**config.mk**
```make
export PLATFORM = sky130hd
export DESIGN_NAME = cmd_ring_fetch
export DESIGN_NICKNAME = d
export VERILOG_FILES = /design/src/rtl/cmd_ring_pkg.sv /design/src/rtl/cmd_ring_regs.sv /design/src/rtl/cmd_ring_addr.sv /design/src/rtl/cmd_ring_seq.sv /design/src/rtl/cmd_ring_fetch.sv
export SDC_FILE = /design/constraint.sdc
export NUM_CORES = 1
export LEC_CHECK = 0
export BUFFER_PORTS_ARGS = -buffer_cell sky130_fd_sc_hd__buf_2
export CAP_MARGIN = 20
export CORE_MARGIN = 3
export CORE_UTILIZATION = 30
export DETAILED_ROUTE_END_ITERATION = 10
export PLACE_DENSITY = 0.5
export REMOVE_ABC_BUFFERS = 1
export SLEW_MARGIN = 20
export SYNTH_ARGS = -nofsm -noshare
export SYNTH_HDL_FRONTEND = slang
export SYNTH_SLANG_ARGS = --single-unit
```
**constraint.sdc**
```tcl
create_clock -name clk -period 5.1 [get_ports clk]
set_clock_uncertainty 0.15 [all_clocks]
set_input_delay 1.02 -clock clk [delete_from_list [all_inputs] [get_ports clk]]
set_output_delay 1.02 -clock clk [all_outputs]
set_load 0.01 [all_outputs]
```
**src/rtl/cmd_ring_pkg.sv**
```systemverilog
package cmd_ring_pkg;

  typedef enum logic [1:0] {
    FS_IDLE = 2'd0,
    FS_REQ  = 2'd1,
    FS_WAIT = 2'd2,
    FS_OUT  = 2'd3
  } fetch_state_t;

  localparam logic [31:0] HI_KEEP_MASK = 32'hE000_0000;

  // upper three address bits come from the ring base
  function automatic logic [31:0] remap_hi(input logic [31:0] ring_base,
                                           input logic [31:0] raw);
    return (raw & ~HI_KEEP_MASK) | (ring_base & HI_KEEP_MASK);
  endfunction

endpackage

```
**src/rtl/cmd_ring_regs.sv**
```systemverilog
module cmd_ring_regs #(
  parameter int MAX_LOG2 = 10,
  parameter int SZ_W     = 4
) (
  input  logic                clk,
  input  logic                rst,
  input  logic                cfg_base_we,
  input  logic [31:0]         cfg_base_in,
  input  logic                cfg_size_we,
  input  logic [SZ_W-1:0]     cfg_size_in,
  input  logic                wptr_we,
  input  logic [MAX_LOG2-1:0] wptr_in,
  output logic [31:0]         base_q,
  output logic [MAX_LOG2-1:0] mask_q,
  output logic [MAX_LOG2-1:0] wptr_q,
  output logic [MAX_LOG2-1:0] wptr_max_q
);

  logic [SZ_W-1:0]   eff_log2;
  logic [MAX_LOG2:0] one_w;
  logic [MAX_LOG2:0] span_m1;

  always_comb begin
    eff_log2 = (cfg_size_in > SZ_W'(MAX_LOG2)) ? SZ_W'(MAX_LOG2) : cfg_size_in;
    one_w    = {{MAX_LOG2{1'b0}}, 1'b1};
    span_m1  = (one_w << eff_log2) - one_w;
  end

  always_ff @(posedge clk) begin
    if (rst) begin
      base_q     <= '0;
      mask_q     <= '0;
      wptr_q     <= '0;
      wptr_max_q <= '0;
    end else begin
      if (cfg_base_we) base_q <= cfg_base_in;
      if (cfg_size_we) begin
        mask_q <= span_m1[MAX_LOG2-1:0];
        wptr_q <= '0;
      end else if (wptr_we) begin
        wptr_q <= wptr_in;
      end
      if (wptr_we && (wptr_in > wptr_max_q)) wptr_max_q <= wptr_in;
    end
  end


  wmax_mono_chk: assert property (@(posedge clk) disable iff (rst)
    wptr_max_q >= $past(wptr_max_q));


  wmax_cover_chk: assert property (@(posedge clk) disable iff (rst)
    wptr_we |=> (wptr_max_q >= $past(wptr_in)));

endmodule

```
**src/rtl/cmd_ring_addr.sv**
```systemverilog
module cmd_ring_addr #(
  parameter int IDX_W = 10,
  parameter int LEN_W = 16
) (
  input  logic [31:0]      ring_base,
  input  logic [IDX_W-1:0] rptr,
  input  logic [31:0]      ib_start,
  input  logic [LEN_W-1:0] ib_off,
  input  logic             sel_ib,
  output logic [31:0]      fetch_addr
);
  import cmd_ring_pkg::*;

  logic [31:0] origin;
  logic [31:0] byte_off;
  logic [31:0] raw_sum;

  always_comb begin
    if (sel_ib) begin
      origin   = ib_start;
      byte_off = {{(30-LEN_W){1'b0}}, ib_off, 2'b00};
    end else begin
      origin   = ring_base;
      byte_off = {{(30-IDX_W){1'b0}}, rptr, 2'b00};
    end
    raw_sum    = origin + byte_off;
    fetch_addr = remap_hi(ring_base, raw_sum);
  end

endmodule

```
**src/rtl/cmd_ring_seq.sv**
```systemverilog
module cmd_ring_seq #(
  parameter int IDX_W = 10,
  parameter int LEN_W = 16
) (
  input  logic             clk,
  input  logic             rst,
  input  logic [IDX_W-1:0] mask,
  input  logic [IDX_W-1:0] wptr,
  input  logic             ring_clear,
  input  logic             ib_req,
  input  logic [31:0]      ib_addr,
  input  logic [LEN_W-1:0] ib_len,
  output logic             ib_err,
  output logic             mem_req_valid,
  input  logic             mem_req_ready,
  input  logic             mem_rsp_valid,
  input  logic [31:0]      mem_rsp_data,
  output logic             out_valid,
  input  logic             out_ready,
  output logic [31:0]      out_data,
  output logic             out_from_ib,
  output logic [IDX_W-1:0] rptr,
  output logic [31:0]      ib_start,
  output logic [LEN_W-1:0] ib_off,
  output logic             sel_ib
);
  import cmd_ring_pkg::*;

  fetch_state_t     state_q;
  logic [IDX_W-1:0] rptr_q;
  logic [LEN_W-1:0] ib_left_q;
  logic [LEN_W-1:0] ib_off_q;
  logic [31:0]      ib_start_q;
  logic             cur_ib_q;
  logic [31:0]      data_q;
  logic             err_q;
  logic             ib_busy;
  logic             ring_pending;

  always_comb begin
    ib_busy      = (ib_left_q != '0);
    ring_pending = (rptr_q != (wptr & mask));
  end

  always_ff @(posedge clk) begin
    if (rst) begin
      state_q    <= FS_IDLE;
      rptr_q     <= '0;
      ib_left_q  <= '0;
      ib_off_q   <= '0;
      ib_start_q <= '0;
      cur_ib_q   <= 1'b0;
      data_q     <= '0;
      err_q      <= 1'b0;
    end else begin
      err_q <= ib_req && ib_busy;
      if (ib_req && !ib_busy && (ib_len != '0)) begin
        ib_start_q <= ib_addr;
        ib_left_q  <= ib_len;
        ib_off_q   <= '0;
      end
      unique case (state_q)
        FS_IDLE: begin
          if (ib_busy) begin
            cur_ib_q <= 1'b1;
            state_q  <= FS_REQ;
          end else if (ring_pending) begin
            cur_ib_q <= 1'b0;
            state_q  <= FS_REQ;
          end
        end
        FS_REQ: begin
          if (mem_req_ready) state_q <= FS_WAIT;
        end
        FS_WAIT: begin
          if (mem_rsp_valid) begin
            data_q  <= mem_rsp_data;
            state_q <= FS_OUT;
          end
        end
        FS_OUT: begin
          if (out_ready) begin
            if (cur_ib_q) begin
              ib_off_q  <= ib_off_q + 1'b1;
              ib_left_q <= ib_left_q - 1'b1;
            end else begin
              rptr_q <= (rptr_q + 1'b1) & mask;
            end
            state_q <= FS_IDLE;
          end
        end
        default: state_q <= FS_IDLE;
      endcase
      if (ring_clear) rptr_q <= '0;
    end
  end

  always_comb begin
    mem_req_valid = (state_q == FS_REQ);
    out_valid     = (state_q == FS_OUT);
    out_data      = data_q;
    out_from_ib   = cur_ib_q;
    ib_err        = err_q;
    rptr          = rptr_q;
    ib_start      = ib_start_q;
    ib_off        = ib_off_q;
    sel_ib        = cur_ib_q;
  end


  out_hold_chk: assert property (@(posedge clk) disable iff (rst)
    (out_valid && !out_ready) |=> (out_valid && $stable(out_data) && $stable(out_from_ib)));


  req_hold_chk: assert property (@(posedge clk) disable iff (rst)
    (mem_req_valid && !mem_req_ready) |=> mem_req_valid);


  one_inflight_chk: assert property (@(posedge clk) disable iff (rst)
    !(mem_req_valid && out_valid));


  rptr_step_chk: assert property (@(posedge clk) disable iff (rst)
    (rptr_q != $past(rptr_q)) |->
      ((rptr_q == ($past(rptr_q + 1'b1) & $past(mask))) || (rptr_q == '0)));


  ib_keeps_rptr_chk: assert property (@(posedge clk) disable iff (rst)
    (out_valid && out_ready && out_from_ib && !ring_clear) |=> $stable(rptr_q));


  err_cause_chk: assert property (@(posedge clk) disable iff (rst)
    ib_err |-> $past(ib_req));


  idle_quiet_chk: assert property (@(posedge clk) disable iff (rst)
    (state_q == FS_IDLE && !ring_pending && !ib_busy) |=> !mem_req_valid);

endmodule

```
**src/rtl/cmd_ring_fetch.sv**
```systemverilog
module cmd_ring_fetch #(
  parameter int MAX_LOG2 = 10,
  parameter int LEN_W    = 16,
  localparam int SZ_W    = $clog2(MAX_LOG2 + 1)
) (
  input  logic                clk,
  input  logic                rst,
  input  logic                cfg_base_we,
  input  logic [31:0]         cfg_base_in,
  input  logic                cfg_size_we,
  input  logic [SZ_W-1:0]     cfg_size_in,
  input  logic                wptr_we,
  input  logic [MAX_LOG2-1:0] wptr_in,
  output logic [MAX_LOG2-1:0] rptr_out,
  output logic [MAX_LOG2-1:0] wptr_max_out,
  input  logic                ib_req,
  input  logic [31:0]         ib_addr,
  input  logic [LEN_W-1:0]    ib_len,
  output logic                ib_err,
  output logic                mem_req_valid,
  input  logic                mem_req_ready,
  output logic [31:0]         mem_req_addr,
  input  logic                mem_rsp_valid,
  input  logic [31:0]         mem_rsp_data,
  output logic                out_valid,
  input  logic                out_ready,
  output logic [31:0]         out_data,
  output logic                out_from_ib
);

  logic [31:0]         base_q;
  logic [MAX_LOG2-1:0] mask_q;
  logic [MAX_LOG2-1:0] wptr_q;
  logic [MAX_LOG2-1:0] rptr_w;
  logic [31:0]         ib_start_w;
  logic [LEN_W-1:0]    ib_off_w;
  logic                sel_ib_w;

  cmd_ring_regs #(.MAX_LOG2(MAX_LOG2), .SZ_W(SZ_W)) u_regs (
    .clk         (clk),
    .rst         (rst),
    .cfg_base_we (cfg_base_we),
    .cfg_base_in (cfg_base_in),
    .cfg_size_we (cfg_size_we),
    .cfg_size_in (cfg_size_in),
    .wptr_we     (wptr_we),
    .wptr_in     (wptr_in),
    .base_q      (base_q),
    .mask_q      (mask_q),
    .wptr_q      (wptr_q),
    .wptr_max_q  (wptr_max_out)
  );

  cmd_ring_seq #(.IDX_W(MAX_LOG2), .LEN_W(LEN_W)) u_seq (
    .clk           (clk),
    .rst           (rst),
    .mask          (mask_q),
    .wptr          (wptr_q),
    .ring_clear    (cfg_size_we),
    .ib_req        (ib_req),
    .ib_addr       (ib_addr),
    .ib_len        (ib_len),
    .ib_err        (ib_err),
    .mem_req_valid (mem_req_valid),
    .mem_req_ready (mem_req_ready),
    .mem_rsp_valid (mem_rsp_valid),
    .mem_rsp_data  (mem_rsp_data),
    .out_valid     (out_valid),
    .out_ready     (out_ready),
    .out_data      (out_data),
    .out_from_ib   (out_from_ib),
    .rptr          (rptr_w),
    .ib_start      (ib_start_w),
    .ib_off        (ib_off_w),
    .sel_ib        (sel_ib_w)
  );

  cmd_ring_addr #(.IDX_W(MAX_LOG2), .LEN_W(LEN_W)) u_addr (
    .ring_base  (base_q),
    .rptr       (rptr_w),
    .ib_start   (ib_start_w),
    .ib_off     (ib_off_w),
    .sel_ib     (sel_ib_w),
    .fetch_addr (mem_req_addr)
  );

  assign rptr_out = rptr_w;


  addr_hold_chk: assert property (@(posedge clk) disable iff (rst)
    (mem_req_valid && !mem_req_ready) |=> $stable(mem_req_addr));


  hi_bits_chk: assert property (@(posedge clk) disable iff (rst)
    mem_req_valid |-> (mem_req_addr[31:29] == base_q[31:29]));

endmodule

```
==> out/metrics.json <==
{
  "outcome": {
    "outcome": "finished, final reports clean"
  },
  "floorplanning": {
    "floorplan.initialDensity_pct": 30.8,
    "io_pins": 223,
    "die-area_um2": 30800,
    "rows": 61,
    "core_um2": 28000,
    "die_w_um": 175,
    "die_h_um": 175
  },
  "clock_tree": {
    "clockBufferDepth": 2,
    "clock_tree.htree_level_count": 4,
    "clock-sinks": 169,
    "cts_buffers": 17,
    "clkTransAtPathRegs_ns": 0.07,
    "postCtsSetupBuffers": 0,
    "postCtsResizedCells": 0,
    "cts_hold_repair.buffers": 0,
    "clock_tree_from_tritoncts": "yes",
    "root_buffer": "sky130_fd_sc_hd__clkbuf_16",
    "worstSkewPairLatency_ns": 0.42
  },
  "grt": {
    "grt_use_total_pct": 15.4,
    "global_route.overflow_total": 0,
    "grt_first_pass_wirelength_mm": 38.6,
    "antenna_found_initial": 3,
    "pin_count_of_the_biggest_net_entering_global_routing": 127,
    "first_global_vias": 7405
  },
  "placed_design": {
    "detailedPlacementHpwl_mm": 17.2,
    "detailed_place.area_um2": 9970,
    "place_congestion": 0.761,
    "portBuffers": 219,
    "detailedPlace.worstSlack_ns": 0.537
  },
  "worst_setup_path": {
    "cpPeakStageDelay_ns": 0.49,
    "worst-path-max-fanout": 18,
    "cp.depth": 10,
    "cp-start-kind": "register",
    "crit_required_ns": 3.93,
    "worst-endpoint-arrival_ns": 3.68,
    "critPathCaptureType": "output pin",
    "worst_path_most_repeated_cell": "sky130_fd_sc_hd__a211o_1",
    "crit-reg2reg-launch": "u_seq.ib_left_q[11]",
    "highest_delay_cell_along_the_critical_path": "sky130_fd_sc_hd__dfxtp_4",
    "type_of_the_worst_setup_path": "reg2out",
    "critical_path_destination": "mem_req_addr[20]",
    "critPathTopFamily": "compound AO/OA/AOI/OAI gates",
    "timing.critical_path.buf_inv": 1,
    "timing.critical_path.cells": "mux2_2 > ha_1 > fa_1 > a211o_1 > a211o_1 > and4b_1 > or2_2 > a221oi_1 > a21oi_1 > buf_2",
    "critPathLaunch": "u_seq.out_from_ib",
    "capture_instance_of_the_worst_register_to_register_path": "u_seq.ib_left_q[13]",
    "r2r_cells": 6,
    "r2r_setup_slk_ns": 1.67
  },
  "timing": {
    "setup_viol_count_final": 0,
    "slew_headroom_pct": 29.3,
    "finalWorstPathRequiredPeriod_ns": 4.85,
    "fmaxAchievable_ghz": 0.206,
    "report.final.hold_viol_count": 0,
    "worst_slew_pin_slew_ns": 1.06,
    "worst_slack_ns": 0.253,
    "fin_crit_sh_pct": 95.0,
    "report.final.slew_viol_count": 0,
    "setup-tns-final_ns": 0,
    "setup_repair_after_global_routing_missed_its_margin": "false"
  },
  "route": {
    "dr.first_iter.drc_count": 372,
    "drcViolationCount": 0,
    "antenna_violating_nets_post_route": 0,
    "detail_route.first_pass.iterations": 4,
    "detail_route.wl_per_cell_um": 15.0,
    "postRouteWirelength_mm": 24.0,
    "avgViaCountPerCell": 4.76,
    "detailroute.via_count": 7609
  },
  "logic_synthesis": {
    "synth.ff_latch_count": 169,
    "synth_cell_type_count": 67,
    "postSynth.asyncResetShare_pct": 0,
    "synth_adder_area_share_pct": 5.32,
    "syn-mean-instance-area_um2": 8.39,
    "synth-simple-area-share_pct": 21.5,
    "post_synth_instance_area_um2": 8610,
    "synth_compound_gate_area_share_pct": 14.6,
    "synth_seq_area_share_pct": 39.3,
    "synth-xor-area-share_pct": 4.27,
    "synth_top_family_by_area": "simple AND/OR/NAND/NOR gates",
    "synthesis.instances": 1027,
    "synth.yosys.warnings": 0,
    "multiplexer_share_of_the_synthesized_area_pct": 10.8,
    "synth-edff-count": 0,
    "ys.flop_type": "sky130_fd_sc_hd__dfxtp_1"
  },
  "worst_hold_path": {
    "worst_hold_path_cell_count": 2,
    "worstHoldPathType": "reg2reg"
  },
  "power_and_ir_drop": {
    "total_power_mw": 4.80,
    "power.ir.vdd_worst_mv": 0.274,
    "static-leakage-power_nw": 4.64,
    "powerDensity_nw_per_um2": 454
  },
  "cells_and_area": {
    "ff_latch_area_um2": 3390,
    "nets": 1377,
    "layout_commonest_cell": "sky130_fd_sc_hd__buf_2",
    "multi_input_comb_area_um2": 4860,
    "area_growth_pct": 22.7,
    "final_cell_mix": "sky130_fd_sc_hd__buf_2, sky130_fd_sc_hd__dfxtp_1, sky130_fd_sc_hd__nand2_1, sky130_fd_sc_hd__nor2_1, sky130_fd_sc_hd__a21oi_1",
    "fillCellCount": 2965,
    "fin_area_um2": 10600,
    "utilization_pct": 37.7,
    "layout-drive-gt1-share_pct": 25.1
  },
  "job": {
    "cap_violations": 0
  }
}
[layout make-up]
| cell class | count | share of cell area, % |
|---|---|---|
| diodes | 1 | 0.0237 |
| inverters | 26 | 0.923 |
| well taps | 378 | 4.47 |
| repair buffers | 225 | 10.9 |
| clock inverters | 14 | 1.54 |
| flip-flops and latches | 169 | 32.0 |
| clock buffers | 18 | 4.06 |
| multi-input cells | 767 | 46.0 |
[worst min-delay path by stage]
stage | to | slack, ns | from
2_1_floorplan | u_seq.ib_start[0] | 0.27 | u_seq.ib_start[0]
3_3_place_gp | u_seq.ib_start[5] | 0.29 | u_seq.ib_start[5]
3_5_place_dp | u_seq.ib_start[3] | 0.29 | u_seq.ib_start[3]
4_1_cts | u_seq.ib_start[1] | 0.30 | u_seq.ib_start[1]
5_1_grt | u_seq.out_data[1] | 0.32 | u_seq.out_data[1]
6_report | u_seq.ib_start[10] | 0.30 | u_seq.ib_start[10]
[stage by stage]
stage	hold slack [ns]	instances
after floorplan	0.272	962
after global placement	0.287	1565
after detailed placement	0.290	1565
after CTS	0.301	1597
after global routing	0.317	1598
final	0.300	1598
[per-layer routing]
metal	track usage [%]	vias to the layer above	routed length, um
li1	-	3959	-
met1	19.9	3467	11300
met2	25.2	161	11000
met3	4.65	18	1380
met4	3.60	4	232
met5	0	-	21
[synthesized netlist by cell type, types with 4 or more instances]
master | instances | area (um^2)
sky130_fd_sc_hd__dfxtp_1 | 169 | 3380
sky130_fd_sc_hd__nor3_1 | 25 | 125
sky130_fd_sc_hd__a21oi_1 | 99 | 495
sky130_fd_sc_hd__nand2_1 | 166 | 623
sky130_fd_sc_hd__xor2_1 | 19 | 166
sky130_fd_sc_hd__buf_4 | 5 | 37.5
sky130_fd_sc_hd__nor2_1 | 108 | 405
sky130_fd_sc_hd__and4_1 | 4 | 35.0
sky130_fd_sc_hd__inv_1 | 26 | 97.6
sky130_fd_sc_hd__a211oi_1 | 35 | 263
sky130_fd_sc_hd__nand4_1 | 10 | 62.6
sky130_fd_sc_hd__clkbuf_1 | 46 | 173
sky130_fd_sc_hd__o21ai_0 | 21 | 105
sky130_fd_sc_hd__xnor2_1 | 23 | 201
sky130_fd_sc_hd__and2_1 | 8 | 50.1
sky130_fd_sc_hd__nor4_1 | 8 | 50.1
sky130_fd_sc_hd__mux2_2 | 29 | 327
sky130_fd_sc_hd__buf_2 | 4 | 20.0
sky130_fd_sc_hd__a311oi_1 | 7 | 61.3
sky130_fd_sc_hd__nand2b_1 | 4 | 25.0
sky130_fd_sc_hd__nand3_1 | 20 | 100
sky130_fd_sc_hd__and3_1 | 12 | 75.1
sky130_fd_sc_hd__mux2i_1 | 60 | 601
sky130_fd_sc_hd__ha_1 | 35 | 438
sky130_fd_sc_hd__a21o_1 | 9 | 67.6
sky130_fd_sc_hd__or2_2 | 4 | 25.0
sky130_fd_sc_hd__o221ai_1 | 4 | 35.0
sky130_fd_sc_hd__buf_1 | 8 | 30.0
[cells by family (layout without fill, tap and decap cells)]
group	after synthesis	in the layout
flops	169	169
simple gates	397	397
mux	89	89
other cells	0	1
xor+xnor	42	42
fa+ha+maj	36	36
buf+inv	91	283
compound gates	203	203
[power breakdown]
group	switching, mW	internal, mW	total, mW
Clock	0.592	0.736	1.33
Combinational	1.05	0.686	1.73
Sequential	0.186	1.55	1.73
[sequential cells by signal, summed over array words and instances (netlist names), 10 cells and up]
register and cells:
u_regs.base_q 32, u_regs.mask_q 10, u_regs.wptr_max_q 10, u_regs.wptr_q 10, u_seq.ib_left_q 16, u_seq.ib_off 16
u_seq.ib_start 29, u_seq.out_data 32, u_seq.rptr 10
[worst reg2reg max path, delay by kind of cell, from the launching register on]
kind | cells | cell delay, ns
DFF | 1 | 0.37
and+or+nand+nor | 4 | 2.47
AOI/OAI and AO/OA | 2 | 0.35
No activity file was read; power rests on OpenSTA's default activity.
